$ cat src/rtl/vwm_pkg.sv
package vwm_pkg;
  typedef struct packed {
    logic hsEdge;
    logic vsEdge;
    logic measured;
  } vwm_strobe_t;
endpackage

$ cat src/rtl/vwm_ctrl.sv
module vwm_ctrl
  import vwm_pkg::*;
(
  input  logic        clk,
  input  logic        rstN,
  input  logic        hsync,
  input  logic        vsync,
  output vwm_strobe_t strobes
);
  logic hsPrev, vsPrev;
  logic [1:0] hsCnt, vsCnt;
  logic hsEdge, vsEdge;

  assign hsEdge = hsync & ~hsPrev;
  assign vsEdge = vsync & ~vsPrev;

  always_ff @(posedge clk or negedge rstN) begin
    if (!rstN) begin
      hsPrev <= 1'b0;
      vsPrev <= 1'b0;
      hsCnt  <= '0;
      vsCnt  <= '0;
    end else begin
      hsPrev <= hsync;
      vsPrev <= vsync;
      if (hsEdge && !hsCnt[1]) hsCnt <= hsCnt + 2'd1;
      if (vsEdge && !vsCnt[1]) vsCnt <= vsCnt + 2'd1;
    end
  end

  assign strobes.hsEdge   = hsEdge;
  assign strobes.vsEdge   = vsEdge;
  assign strobes.measured = hsCnt[1] & vsCnt[1];
endmodule

$ cat src/rtl/vwm_dpath.sv
module vwm_dpath
  import vwm_pkg::*;
#(
  parameter int HPOS_W = 12,
  parameter int VPOS_W = 11
) (
  input  logic        clk,
  input  logic        rstN,
  input  vwm_strobe_t strobes,
  input  logic        pixValid,
  input  logic [2:0]  vPreCode,
  input  logic [2:0]  vPostCode,
  input  logic [7:0]  hPostCnt,
  input  logic [7:0]  hPreCnt,
  output logic        winValid
);
  localparam int HW1 = HPOS_W + 1;
  localparam int VW1 = VPOS_W + 1;
  localparam logic [HPOS_W-1:0] HMAX = {HPOS_W{1'b1}};
  localparam logic [VPOS_W-1:0] VMAX = {VPOS_W{1'b1}};

  logic [HPOS_W-1:0] hPosQ, lineLenQ, curH, hNext;
  logic [VPOS_W-1:0] vPosQ, frameLenQ, curV, vNext;
  logic [5:0] postLines;
  logic [3:0] preLines;
  logic hIn, vIn;

  // line counts picked by the vertical codes
  always_comb begin
    unique case (vPostCode)
      3'd0: postLines = 6'd5;
      3'd1: postLines = 6'd18;
      3'd2: postLines = 6'd19;
      3'd3: postLines = 6'd20;
      3'd4: postLines = 6'd22;
      3'd5: postLines = 6'd25;
      3'd6: postLines = 6'd41;
      default: postLines = 6'd44;
    endcase
    if (vPreCode <= 3'd2) preLines = {1'b0, vPreCode};
    else                  preLines = {({1'b0, vPreCode} - 4'd1), 1'b0} ;
  end

  assign hNext = (hPosQ == HMAX) ? HMAX : hPosQ + 1'b1;
  assign vNext = (vPosQ == VMAX) ? VMAX : vPosQ + 1'b1;
  assign curH  = strobes.hsEdge ? '0 : hNext;
  assign curV  = strobes.vsEdge ? '0 : (strobes.hsEdge ? vNext : vPosQ);

  assign hIn = ({1'b0, curH} >= HW1'({hPostCnt, 1'b0})) &&
               (({1'b0, curH} + HW1'({hPreCnt, 1'b0})) < {1'b0, lineLenQ});
  assign vIn = ({1'b0, curV} >= VW1'(postLines)) &&
               (({1'b0, curV} + VW1'(preLines)) < {1'b0, frameLenQ});

  always_ff @(posedge clk or negedge rstN) begin
    if (!rstN) begin
      hPosQ     <= '0;
      vPosQ     <= '0;
      lineLenQ  <= '0;
      frameLenQ <= '0;
      winValid  <= 1'b0;
    end else begin
      hPosQ <= curH;
      vPosQ <= curV;
      if (strobes.hsEdge) lineLenQ  <= hNext;
      if (strobes.vsEdge) frameLenQ <= vNext;
      winValid <= pixValid & strobes.measured & hIn & vIn;
    end
  end
endmodule

$ cat src/rtl/vid_win_mask.sv
module vid_win_mask
  import vwm_pkg::*;
#(
  parameter int HPOS_W = 12,
  parameter int VPOS_W = 11
) (
  input  logic       clk,
  input  logic       rstN,
  input  logic       hsync,
  input  logic       vsync,
  input  logic       pixValid,
  input  logic [2:0] vPreCode,
  input  logic [2:0] vPostCode,
  input  logic [7:0] hPostCnt,
  input  logic [7:0] hPreCnt,
  output logic       winValid
);
  vwm_strobe_t strobes;

  vwm_ctrl u_ctrl (
    .clk(clk), .rstN(rstN), .hsync(hsync), .vsync(vsync), .strobes(strobes)
  );

  vwm_dpath #(.HPOS_W(HPOS_W), .VPOS_W(VPOS_W)) u_dpath (
    .clk(clk), .rstN(rstN), .strobes(strobes), .pixValid(pixValid),
    .vPreCode(vPreCode), .vPostCode(vPostCode),
    .hPostCnt(hPostCnt), .hPreCnt(hPreCnt), .winValid(winValid)
  );
endmodule

$ cat config.mk
export PLATFORM = sky130hd
export DESIGN_NAME = vid_win_mask
export DESIGN_NICKNAME = d
export VERILOG_FILES = /design/src/rtl/vwm_pkg.sv /design/src/rtl/vwm_ctrl.sv /design/src/rtl/vwm_dpath.sv /design/src/rtl/vid_win_mask.sv
export SDC_FILE = /design/constraint.sdc
export NUM_CORES = 1
export LEC_CHECK = 0
export ABC_CLOCK_PERIOD_IN_PS = 11700
export BUFFER_PORTS_ARGS = -buffer_cell sky130_fd_sc_hd__buf_2
export CORE_UTILIZATION = 65
export DETAILED_ROUTE_END_ITERATION = 6
export PLACE_DENSITY = 0.95
export SLEW_MARGIN = 40
export SYNTH_ARGS = -nofsm -noshare
export SYNTH_HDL_FRONTEND = slang
export SYNTH_SLANG_ARGS = --single-unit
$ cat constraint.sdc
create_clock -name clk -period 11.7 [get_ports clk]
set_input_delay 0.585 -clock clk [delete_from_list [all_inputs] [get_ports clk]]
set_output_delay 0.585 -clock clk [all_outputs]
set_load 0.02 [all_outputs]
Yosys cells after proc, flatten, opt, wreduce, memory -nomap -nowiden
Cells that the tools add are included.
W data, S select, Z words.

storage, ports and cells
  register bits after elaboration = 53
  latch bits = 0
  memory bits (writable) = 0
  ROM bits = 0
  word-level logic and storage cells = 51
  memories kept = 0

cells by class
  add/sub/neg operators = 7
  multiply operators = 0
  divide/modulo/power cells = 0
  $lt $le $gt $ge = 5
  eq/ne operators = 8
  shift operators = 0
  multiplexer cells = 7
  bitwise logic cells = 8
  reduce and logical (&&, ||, !) cells = 7

operator list
  cell                     number
  $pmux W6 S7              1
  $mux W11                 3
  $mux W12                 2
  $add A12 B9 Y13          1
  $lt A13 B12 Y1           1
  $add A11 B4 Y12          1
  $add A12 B1 Y12 const B  1
  $eq A12 B12 Y1 const B   1
  $ge A12 B9 Y1            1
  $lt A12 B11 Y1           1
  $add A11 B1 Y11 const B  1
  $eq A11 B11 Y1 const B   1
  $ge A11 B6 Y1            1
  $eq A3 B3 Y1 const B     3
  $and A1 B1 Y1            6
  $eq A3 B2 Y1 const B     2
  $add A2 B1 Y2 const B    2
  $logic_and A1 B1 Y1      4
  $mux W4                  1
  $eq A3 B1 Y1 const B     1
  $le A3 B2 Y1 const B     1
  $logic_not A3 Y1         1
  $sub A3 B1 Y3 const B    1
  $logic_not A1 Y1         2
  $not A1 Y1               2

Longest topological paths before layout
Gate-level depths: netlist (run 1).

  depth in word-level cells = 8
  gate-level depth with buffers = 22

Hierarchy
A second synthesis (run 1) with hierarchy kept.

second synthesis, totals
  cell total of the unflattened synthesis = 457
  area total of the unflattened synthesis = 4027.6 sq um

by module, submodules not included
  module     times used  cells an instance  area each (sq um)  sequential area each (sq um)
  vwm_dpath  1           440                3786.1             1176.1
  vwm_ctrl   1           17                 241.5              150.1

Worst setup path before layout (run 1)
Ideal clock, no wire load.

  path kind = input to register
  start point = input port hsync
  end point = register u_dpath.winValid
  setup time = 133 ps
  data arrival time = 3991 ps
  data required time = 11567 ps
  path slack = 7576 ps
  stages on the path = 19
  path buffers = 3
  path through = nor2b_1 -> clkbuf_1 -> clkbuf_1 -> buf_1 -> nor2_1 -> fa_1 -> a21o_1 -> a21oi_1 -> nor2b_1 -> o21a_1 -> nor2_1 -> xnor2_1 -> ha_1 -> nand4_1 -> or3_1 -> a31oi_1 -> o2111ai_1 -> o311ai_0 -> nor4_1

on the way
  cells in the longest elaborated chain, start to end = 7
  elaborated cells on any way between the ends = 14
  classes of those cells = 2 x add/sub; 4 x order compare; 3 x mux; 3 x bitwise; 2 x reduce/logical

ends and longest elaborated chain
  what                             RTL line           RTL
  start: declaration               vid_win_mask.sv:9  input logic hsync,
  $and A1 B1 Y1 (*)                vwm_ctrl.sv:14     assign hsEdge = hsync & ~hsPrev;
  $mux W12 (*)                     vwm_dpath.sv:46    assign curH = strobes.hsEdge ? '0 : hNext;
  named net u_dpath.curH[2]        vwm_dpath.sv:22    logic [HPOS_W-1:0] hPosQ, lineLenQ, curH, hNext;
  $add A12 B9 Y13                  vwm_dpath.sv:50    (({1'b0, curH} + HW1'({hPreCnt, 1'b0})) < {1'b0, lineLenQ});
  $lt A13 B12 Y1                   vwm_dpath.sv:50
  $logic_and A1 B1 Y1 (*)          vwm_dpath.sv:49    assign hIn = ({1'b0, curH} >= HW1'({hPostCnt, 1'b0})) &&
  $and A1 B1 Y1 (*) (2 in series)  vwm_dpath.sv:66    winValid <= pixValid & strobes.measured & hIn & vIn;
  end signal: assignment           vwm_dpath.sv:66
  end: declaration                 vwm_dpath.sv:15    output logic winValid

Mark *: on every way through the listed nets, which the timed path passes. The rest lies on a longest branch.
A chain may end at the register's enable or synchronous reset.

Final worst setup path (run 1)
  start point = register u_dpath.hPosQ[0]
  end point = register u_dpath.winValid

on the way
  cells in the longest elaborated chain, start to end = 8
  elaborated cells on any way between the ends = 10
  classes of those cells = 2 x add/sub; 2 x order compare; 1 x eq/ne; 2 x mux; 2 x bitwise; 1 x reduce/logical

ends and longest elaborated chain
  what                                               RTL line         RTL
  start: declaration                                 vwm_dpath.sv:22
  start signal: assignment                           vwm_dpath.sv:62  hPosQ <= curH;
  $add A12 B1 Y12 or $eq A12 B12 Y1 (tied branches)  vwm_dpath.sv:44  assign hNext = (hPosQ == HMAX) ? HMAX : hPosQ + 1'b1;
  $mux W12 (*)                                       vwm_dpath.sv:44
  $mux W12 (*)                                       vwm_dpath.sv:46
  named net u_dpath.curH[1]                          vwm_dpath.sv:22
  $add A12 B9 Y13                                    vwm_dpath.sv:50
  $lt A13 B12 Y1                                     vwm_dpath.sv:50
  $logic_and A1 B1 Y1 (*)                            vwm_dpath.sv:49
  $and A1 B1 Y1 (*) (2 in series)                    vwm_dpath.sv:66

Marked as above.

==> results.py, run 1 <==
metrics = {
    "global_routing": {
        "grt_max_degree": 54,
        "grt_pass1_wl_um": 15800,
        "antenna_found_initial": 0,
        "grt_pass1_vias": 3451,
        "grt_overflow_total": 0,
        "grt.total_usage": 0.315,
    },
    "finish": {
        "drive_gt1_frac": 0.116,
        "fin_cells": 556,
        "num-nets-final": 560,
        "syn_to_final_growth_pct": 7.52,
        "mostFrequentLayoutCells": "nor2_1 (54), dfrtp_1 (53), ha_1 (51)",
        "final_util": 0.733,
        "fillCellCount": 423,
        "layout_commonest_cell": "nor2_1",
        "antenna_cells": 0,
        "fin_area_um2": 4370,
    },
    "sta": {
        "layout_setup_ws_ns": 6.94,
        "slew_headroom": 0.556,
        "rsz0062_at_grt": "false",
        "hold_slack_ns": 0.383,
        "slew_violations": 0,
        "period_needed_ns": 4.76,
        "fin_skew_ns": 0.00736,
        "setup_tns_ns": 0,
        "finalCritPeriodShare": 0.407,
        "max_clock_freq_mhz": 210,
        "setup_viol": 0,
        "worst_pin_slew_ns": 0.666,
        "finalHoldViolations": 0,
    },
    "die": {
        "dieArea_um2": 6570,
        "start_util": 0.682,
        "num_rows": 28,
        "ios": 28,
        "core_area_um2": 5960,
        "die_x_um": 81.0,
        "die_y_um": 81.0,
    },
    "yosys": {
        "synthTopCellsByArea": "dfrtp_1 (33%), ha_1 (16%), nor2_1 (5.0%)",
        "synthesis.area_um2": 4060,
        "yosysTopAreaCell": "dfrtp_1",
        "synth_edf_count": 0,
        "postSynthCellCount": 455,
        "ys_warn_count": 0,
        "post_synth_num_cell_types": 55,
        "ys_ff_latch": 53,
        "synth_top_area_share": 0.327,
        "synth_seq_area_share": 0.327,
        "ys.flop_type": "dfrtp_1",
        "synth_area_per_cell_um2": 8.92,
        "syn_nets": 535,
        "async_flop_share": 1.00,
    },
    "worst_setup_path": {
        "critPathRequiredTime_ns": 11.92,
        "crit_arrival_ns": 4.98,
        "worstSetupEndpointType": "register",
        "worst-path-max-fanout": 10,
        "cp-start-kind": "register",
        "criticalPathCategory": "register to register",
    },
    "clocking": {
        "cts.repair.resized": 0,
        "clock_latency_ns": 0.32,
        "root_buffer": "clkbuf_8",
        "clk_path_buf_depth": 2,
        "cts_setup_buffers": 0,
        "cts_tree": "done",
        "htreeDepth": 2,
        "cts_hold_buf": 0,
        "cts_sinks": 53,
        "cts_buffers": 5,
        "clk_pin_slew_ns": 0.10,
    },
    "place": {
        "place.port_buffers": 27,
        "hpwl_um": 7060,
        "place_area_um2": 4270,
        "place.gp.congestion": 0.885,
        "dp_slack_ns": 7.00,
        "place_inst": 548,
    },
    "detailed_routing": {
        "drtIter0Drc": 298,
        "viasPerCell": 6.21,
        "ant_nets": 0,
        "finalWirelength_um": 9300,
        "routedWlPerCell_um": 16.7,
        "detailroute.via_count": 3450,
        "dr.pass1.iters": 5,
        "drc": 0,
    },
    "min_path": {
        "hp-class": "input pin to asynchronous set/reset pin",
    },
    "pwr": {
        "powerDensity_nw_per_um2": 113,
        "p_leak_nw": 2.11,
        "finalPower_uw": 492,
        "ir_drop_mv": 0.112,
    },
    "flow_run": {
        "max-cap-violations": 0,
    },
    "outcome": {
        "outcome": "completed",
    },
}
[routing by layer]
| layer | global-route usage | part of all wire |
|---|---|---|
| met5 | 0 | 0 |
| met4 | 0.134 | 0.025 |
| met3 | 0.0539 | 0.061 |
| met2 | 0.523 | 0.48 |
| met1 | 0.404 | 0.44 |
[where the power goes]
part | internal, mW | switching, mW
Combinational | 0.0689 | 0.0985
Sequential | 0.203 | 0.0162
Clock | 0.0426 | 0.0629
[registers in the layout (all words and copies together), names as in the netlist]
signal and flops:
u_ctrl.vsCnt 2, u_dpath.winValid 1, u_dpath.hPosQ 12, u_ctrl.vsPrev 1, u_dpath.frameLenQ 11, u_ctrl.hsPrev 1, u_dpath.lineLenQ 12, u_ctrl.hsCnt 2
u_dpath.vPosQ 11
[final cells by class]
type	count	area, um2	share of cell area
clock buffer	7	76.3	0.0175
clock inverter	1	7.51	0.00172
inverter	41	154	0.0353
multi-input combinational	348	2540	0.582
sequential	53	1330	0.304
tap	75	93.8	0.0215
timing repair buffer	31	165	0.0378
[cell families after synthesis]
logic type                 Yosys count  share of synthesized area
DFF                                 53                      0.327
adders and majority gates           53                      0.167
muxes                                2                    0.00493
and+or+nand+nor                    152                      0.193
AOI/OAI and AO/OA                  108                      0.187
buffers and inverters               54                     0.0505
xor gates and xnor gates            33                     0.0712
[synth_stat cells (all sizes together) (2+ instances only)]
master    n
a21oi    18
or3       5
nand2b    5
fa        2
xor2     13
a311oi    3
ha       51
nand4     8
xnor2    20
nor2     55
o41ai     2
nand3    13
a21o     14
nor3     10
o21ai    38
a221oi    2
nor4      7
and4      4
inv      41
and3      4
mux2i     2
a22oi     5
nand2    32
o2111ai   2
a211oi    7
nor2b     6
clkbuf   11
a31oi     4
dfrtp    53
buf       2
o21a      6
[critical path, cell delays in order (launching register included)]
cell,delay (ns)
dfrtp_1,0.43
ha_1,0.26
nand4_1,0.19
nor4_4,0.10
o21ai_0,0.37
inv_1,0.12
ha_1,0.25
fa_1,0.43
a21o_1,0.19
a21oi_1,0.26
nor2b_1,0.09
o21a_1,0.19
o21ai_0,0.44
nor4_1,0.12
xor2_1,0.17
ha_1,0.19
nor2_1,0.09
nand4_1,0.14
a221oi_1,0.25
o311ai_0,0.19
nor4_1,0.19
[path summary, 6_finish.rpt]
check / start / end / slack [ns] / cells past startpoint
setup / recovery: u_dpath.hPosQ[0] / u_dpath.winValid / 6.94 / 20
min in group clk: vsync / u_ctrl.vsPrev / 0.39 / 1
hold reg to reg: u_ctrl.vsCnt[0] / u_ctrl.vsCnt[0] / 0.48 / 1
setup reg to reg: u_dpath.hPosQ[0] / u_dpath.winValid / 6.94 / 20
max in group asynchronous: rstN / u_dpath.vPosQ[1] / 10.88 / 2
hold / removal: rstN / u_dpath.frameLenQ[8] / 0.38 / 2
Power figures use the tool's default switching activity.
==> run 2, diff against run 1 <==
--- a/config.mk
+++ b/config.mk
@@ -5,11 +5,11 @@
 export SDC_FILE = /design/constraint.sdc
 export NUM_CORES = 1
 export LEC_CHECK = 0
-export ABC_CLOCK_PERIOD_IN_PS = 11700
+export ABC_CLOCK_PERIOD_IN_PS = 4440
 export BUFFER_PORTS_ARGS = -buffer_cell sky130_fd_sc_hd__buf_2
-export CORE_UTILIZATION = 65
+export CORE_UTILIZATION = 61
 export DETAILED_ROUTE_END_ITERATION = 6
-export PLACE_DENSITY = 0.95
+export PLACE_DENSITY = 0.91
 export SLEW_MARGIN = 40
 export SYNTH_ARGS = -nofsm -noshare
 export SYNTH_HDL_FRONTEND = slang
==> constraint.sdc (replaced) <==
create_clock -name clk -period 4.44 [get_ports clk]
set_input_delay 0.222 -clock clk [delete_from_list [all_inputs] [get_ports clk]]
set_output_delay 0.222 -clock clk [all_outputs]
set_load 0.02 [all_outputs]
==> results.py, run 2 (same netlist as run 1, synthesis figures left out) <==
metrics = {
    "outcome": {
        "outcome": "complete, but fails checks",
        "failed_checks": "negative setup slack",
    },
    "detailed_routing": {
        "dr.pass1.iters": 5,
        "drtIter0Drc": 424,
        "viasPerCell": 6.51,
        "ant_nets": 0,
        "detailroute.via_count": 3739,
        "drc": 0,
        "finalWirelength_um": 10600,
        "routedWlPerCell_um": 18.5,
    },
    "finish": {
        "mostFrequentLayoutCells": "dfrtp_1 (53), nor2_1 (52), ha_1 (50)",
        "antenna_cells": 0,
        "fillCellCount": 442,
        "drive_gt1_frac": 0.171,
        "seqCellArea_um2": 1330,
        "reg_top3": "u_dpath.hPosQ x12, u_dpath.lineLenQ x12",
        "syn_to_final_growth_pct": 12.6,
        "num-nets-final": 576,
        "multi_input_area_um2": 2590,
        "fin_cells": 574,
        "layout_commonest_cell": "dfrtp_1",
    },
    "place": {
        "hpwl_um": 7540,
        "place.port_buffers": 27,
        "place.gp.congestion": 1.00,
        "place_inst": 563,
    },
    "die": {
        "die_y_um": 83.6,
        "start_util": 0.636,
        "core_area_um2": 6390,
        "die_x_um": 83.6,
        "ios": 28,
        "dieArea_um2": 6990,
        "num_rows": 29,
    },
    "worst_setup_path": {
        "max_stage_delay_ns": 0.42,
        "cp_top_family": "simple AND/OR/NAND/NOR gates",
        "rr_worst_depth": 20,
        "critPathRequiredTime_ns": 4.63,
        "cp_slowest_cell": "dfrtp_1",
        "worst-path-max-fanout": 10,
        "reg2reg_slack_ns": -0.02,
        "worstPathCellList": "ha_2, nand4_1, nor4_4, buf_4, nor2_1, nor2_2, ha_1, a211oi_1, nor2_1, o31a_1, o21a_1, nor2_1, xnor2_1, ha_1, nand4_1, or3_1, a31oi_2, o2111ai_1, o311ai_0, nor4_1",
        "r2r_end": "u_dpath.winValid",
        "path_common_cell": "nor2_1",
        "crit_arrival_ns": 4.65,
        "worstSetupEndpointType": "register",
        "cp-start-kind": "register",
        "crit_buf_inv": 1,
        "criticalPathCategory": "register to register",
        "reg2reg_from": "u_dpath.hPosQ[0]",
    },
    "clocking": {
        "clk_pin_slew_ns": 0.10,
        "cts_hold_buf": 0,
        "root_buffer": "clkbuf_8",
        "htreeDepth": 2,
        "clock_latency_ns": 0.32,
        "clk_path_buf_depth": 2,
        "cts_buffers": 5,
        "cts_tree": "done",
        "cts_sinks": 53,
    },
    "sta": {
        "layout_setup_ws_ns": -0.0250,
        "max_clock_freq_mhz": 224,
        "finalCritPeriodShare": 1.01,
        "slew_violations": 0,
        "slew_headroom": 0.558,
        "fin_skew_ns": 0.00846,
        "finalHoldViolations": 0,
        "period_needed_ns": 4.46,
        "worst_pin_slew_ns": 0.645,
        "setup_viol": 1,
    },
    "min_path": {
        "hp-class": "input pin to asynchronous set/reset pin",
    },
    "pwr": {
        "powerDensity_nw_per_um2": 311,
        "ir_drop_mv": 0.242,
        "p_leak_nw": 2.22,
        "finalPower_mw": 1.42,
    },
    "global_routing": {
        "antenna_found_initial": 0,
        "grt_overflow_total": 0,
        "grt.total_usage": 0.294,
        "grt_pass1_vias": 3552,
        "grt_pass1_wl_um": 16400,
        "grt_max_degree": 54,
    },
    "flow_run": {
        "max-cap-violations": 0,
    },
}
==> run 2: changes by cell type in the layout (fill, tap and decap cells not counted), moves of 2 or more <==
cell / previous run / this run
clkbuf_1: 2 / 0
o21ai_0: 38 / 35
nor2_2: 1 / 3
o21ai_2: 0 / 2
buf_4: 4 / 20
nor2_1: 54 / 52
==> run 2: routing by layer <==
layer / GRT usage / vias to the layer above / routed length (um)
met2: 0.517 / 231 / 5220
met4: 0.0924 / 0 / 478
li1: - / 1684 / -
met3: 0.0495 / 68 / 868
met1: 0.367 / 1756 / 4070
met5: 0 / - / 0
==> run 2: area by class of cell <==
| cell class | instances | area share |
|---|---|---|
| Multi-Input combinational cell | 348 | 0.567 |
| Sequential cell | 53 | 0.290 |
| Inverter | 41 | 0.0337 |
| Tap cell | 77 | 0.0211 |
| Timing Repair Buffer | 47 | 0.0624 |
| Clock inverter | 2 | 0.00821 |
| Clock buffer | 6 | 0.0181 |
==> run 2: worst reg2reg max path: cells and delay by family (launching register included) <==
| family | cells | cell delay [ns] |
|---|---|---|
| compound gates | 6 | 1.25 |
| xor+xnor | 1 | 0.08 |
| fa+ha+maj | 3 | 0.80 |
| buf+inv | 1 | 0.21 |
| flops | 1 | 0.42 |
| simple gates | 9 | 1.57 |
==> run 2: metrics by stage <==
step	TNS (ns)	utilization	cell area [um2]	hold slack (ns)	setup WS, ns
after floorplan	0	-	4060	-0.0736	0.492
after global placement	0	0.685	4370	0.355	0.270
after detailed placement	-0.124	0.685	4370	0.360	-0.124
after CTS	0	0.705	4500	0.0292	0.0208
after global routing	-0.247	0.716	4570	0.0207	-0.247
final	-0.0250	0.716	4570	0.00464	-0.0250
==> run 2: how the worst max path moves through the flow <==
stage	startpoint	to	slack [ns]	depth (start not counted)
global placement	u_dpath.hPosQ[0]	u_dpath.winValid	0.27	18
global route	u_dpath.hPosQ[0]	u_dpath.winValid	-0.25	20
detailed placement	u_dpath.hPosQ[0]	u_dpath.winValid	-0.12	18
CTS	u_dpath.hPosQ[0]	u_dpath.winValid	0.02	18
finish	u_dpath.hPosQ[0]	u_dpath.winValid	-0.02	20
floorplan	u_dpath.hPosQ[0]	u_dpath.winValid	0.49	19
==> run 2: power by group <==
group	internal [mW]	switching [mW]	total [mW]
clock network	0.184	0.169	0.353
logic	0.207	0.285	0.492
registers	0.536	0.0419	0.578
total	0.926	0.496	1.42
==> run 2: timing repair <==
action	CTS	global route
buffers inserted	0	3
pin swaps	0	1
setup endpoints to repair	1	1
gates resized for setup	1	14
==> run 3, diff against run 2 <==
--- a/config.mk
+++ b/config.mk
@@ -9,8 +9,10 @@
 export BUFFER_PORTS_ARGS = -buffer_cell sky130_fd_sc_hd__buf_2
 export CORE_UTILIZATION = 61
 export DETAILED_ROUTE_END_ITERATION = 6
+export HOLD_SLACK_MARGIN = 0.1
 export PLACE_DENSITY = 0.91
 export SLEW_MARGIN = 40
 export SYNTH_ARGS = -nofsm -noshare
 export SYNTH_HDL_FRONTEND = slang
+export SYNTH_HIERARCHICAL = 1
 export SYNTH_SLANG_ARGS = --single-unit
==> results.py, run 3 <==
metrics = {
    "worst_setup_path": {
        "criticalPathCategory": "register to register",
        "cp-start-kind": "register",
        "worstSetupEndpointType": "register",
        "reg2reg_from": "u_dpath/vPosQ[0]",
        "reg2reg_slack_ns": 0.1,
        "crit_arrival_ns": 4.55,
        "critPathRequiredTime_ns": 4.65,
        "cp-startpoint": "u_dpath/vPosQ[0]",
        "worst-path-max-fanout": 5,
    },
    "finish": {
        "multi_input_area_um2": 2670,
        "syn_to_final_growth_pct": 17.3,
        "drive_gt1_frac": 0.220,
        "fillCellCount": 374,
        "num-nets-final": 583,
        "antenna_cells": 0,
        "fin_cells": 581,
        "seqCellArea_um2": 1330,
        "reg_top3": "u_dpath/hPosQ x12, u_dpath/lineLenQ x12",
        "mostFrequentLayoutCells": "dfrtp_1 (50), nor2_1 (50), ha_1 (47)",
    },
    "sta": {
        "fin_skew_ns": 0.00615,
        "worst_pin_slew_ns": 0.707,
        "rsz0062_at_grt": "true",
        "max_clock_freq_mhz": 230,
        "setup_viol": 0,
        "period_needed_ns": 4.34,
        "slew_headroom": 0.526,
        "layout_setup_ws_ns": 0.0997,
        "slew_violations": 0,
        "finalHoldViolations": 0,
        "finalCritPeriodShare": 0.978,
    },
    "global_routing": {
        "grt.total_usage": 0.273,
        "grt_overflow_total": 0,
        "antenna_found_initial": 0,
        "grt_pass1_wl_um": 15400,
        "grt_max_degree": 54,
        "grt_pass1_vias": 3492,
    },
    "yosys": {
        "syn_nets": 537,
        "postSynthCellCount": 457,
        "synth_seq_area_share": 0.329,
        "synth.most_common_cell": "nor2_1",
        "synth_common_cells": "nor2_1 (56), dfrtp_1 (53), ha_1 (51)",
        "ys.flop_type": "dfrtp_1",
        "ys_warn_count": 6,
        "yosysTopAreaCell": "dfrtp_1",
        "synthesis.area_um2": 4030,
        "post_synth_num_cell_types": 50,
        "synth_edf_count": 0,
        "synth_area_per_cell_um2": 8.81,
        "async_flop_share": 1.00,
        "synthTopCellsByArea": "dfrtp_1 (33%), ha_1 (16%), nor2_1 (5.2%)",
        "synth_top_area_share": 0.329,
        "ys_ff_latch": 53,
    },
    "clocking": {
        "root_buffer": "clkbuf_8",
        "cts_buffers": 5,
        "cts_sinks": 53,
        "htreeDepth": 2,
        "cts_tree": "done",
        "clk_pin_slew_ns": 0.09,
        "clk_path_buf_depth": 2,
        "clock_latency_ns": 0.30,
    },
    "pwr": {
        "powerDensity_nw_per_um2": 304,
        "ir_drop_mv": 0.270,
        "p_leak_nw": 2.27,
    },
    "place": {
        "place.port_buffers": 27,
        "hpwl_um": 6900,
        "place_inst": 556,
        "place.gp.congestion": 0.983,
        "dp_slack_ns": 0.0302,
    },
    "min_path": {
        "hp-class": "input pin to register",
        "min_from": "pixValid",
    },
    "detailed_routing": {
        "finalWirelength_um": 10300,
        "drc": 0,
        "routedWlPerCell_um": 17.7,
        "detailroute.via_count": 3580,
        "drtIter0Drc": 269,
        "viasPerCell": 6.16,
        "ant_nets": 0,
        "dr.pass1.iters": 5,
    },
    "die": {
        "start_util": 0.634,
        "die_y_um": 83.3,
        "ios": 28,
        "die_x_um": 83.3,
        "core_area_um2": 6350,
        "num_rows": 29,
        "dieArea_um2": 6930,
    },
    "flow_run": {
        "max-cap-violations": 0,
    },
    "outcome": {
        "outcome": "completed",
    },
}
[run 3: cell types whose count changed in the layout (fill, tap and decap cells not counted), sizes merged, moves of 4 or more]
cell and delta:
buf +7, a31oi +7, nand2 -11, a22oi -5, a21oi +12, nand3 +4
mux2i +7, or4 +5, a21o -4, o21ai -15
[run 3: kinds of logic after synthesis]
logic type,Yosys count,synth area share
compound gates,98,0.152
xor+xnor,35,0.0761
fa+ha+maj,53,0.168
buf+inv,57,0.0596
flops,53,0.329
mux,9,0.0224
simple gates,152,0.192
[run 3: cell type report]
cell class,count,area share
sequential,53,0.281
clock inverter,1,0.00635
tap,77,0.0204
clock buffer,7,0.0183
multi-input combinational,347,0.565
timing repair buffer,57,0.0778
inverter,39,0.0310
[run 3: path summary, 6_finish.rpt]
kind,end,depth (start not counted)
worst max-delay path,u_dpath/winValid,21
worst min-delay path,u_dpath/winValid,7
worst max register to register,u_dpath/winValid,21
worst min register to register,u_ctrl/vsCnt[0],1
max in group asynchronous,u_dpath/hPosQ[6],3
min in group asynchronous,u_dpath/lineLenQ[8],3
[run 3: per-layer routing]
layer  part of all wire  global-route usage  up-vias
met1               0.39               0.342     1701
met5                  0                   0        -
li1                   -                   -     1699
met3              0.051              0.0348       31
met2               0.53               0.492      149
met4              0.028              0.0799        0
[run 3: where the power goes]
part / internal [mW] / switching (mW) / leakage, nW
clock network: 0.184 / 0.159 / 0.0585
registers: 0.537 / 0.0478 / 0.669
logic: 0.233 / 0.276 / 1.54
[run 3: worst max-delay path, stage by stage, from the launching register on]
cell	delay, ns
dfrtp_1	0.42
ha_2	0.21
nand3_2	0.08
or3_4	0.39
nor2b_1	0.18
a211oi_1	0.20
buf_4	0.17
ha_1	0.23
a21o_1	0.17
a21oi_2	0.18
nor2b_1	0.09
o21bai_2	0.26
nor3_4	0.07
nand2_1	0.12
xnor2_1	0.12
ha_1	0.27
nor2b_1	0.16
o21ai_1	0.17
o2111ai_2	0.14
a31oi_1	0.21
o211ai_2	0.12
nor4_2	0.28
[run 3: through the flow]
stage | util | cell area [um2] | setup TNS (ns) | hold WS, ns | total power, mW
global placement | 0.673 | 4270 | 0 | 0.352 | 0.983
CTS | 0.696 | 4420 | 0 | 0.443 | 1.36
detailed placement | 0.673 | 4270 | 0 | 0.362 | 1.02
global route | 0.744 | 4730 | -0.145 | 0.450 | 1.53
finish | 0.744 | 4730 | 0 | 0.439 | 1.44
floorplan | - | 4030 | 0 | -0.0736 | 0.879
[run 3: timing repair]
| action | 4_1_cts | 5_1_grt |
|---|---|---|
| setup buffers | 0 | 14 |
| endpoints found under the setup margin | 1 | 1 |
| resized for setup | 1 | 50 |
| endpoints found under the hold margin | 55 | 0 |
| pin swaps | 0 | 28 |
| hold buffers | 3 | 0 |
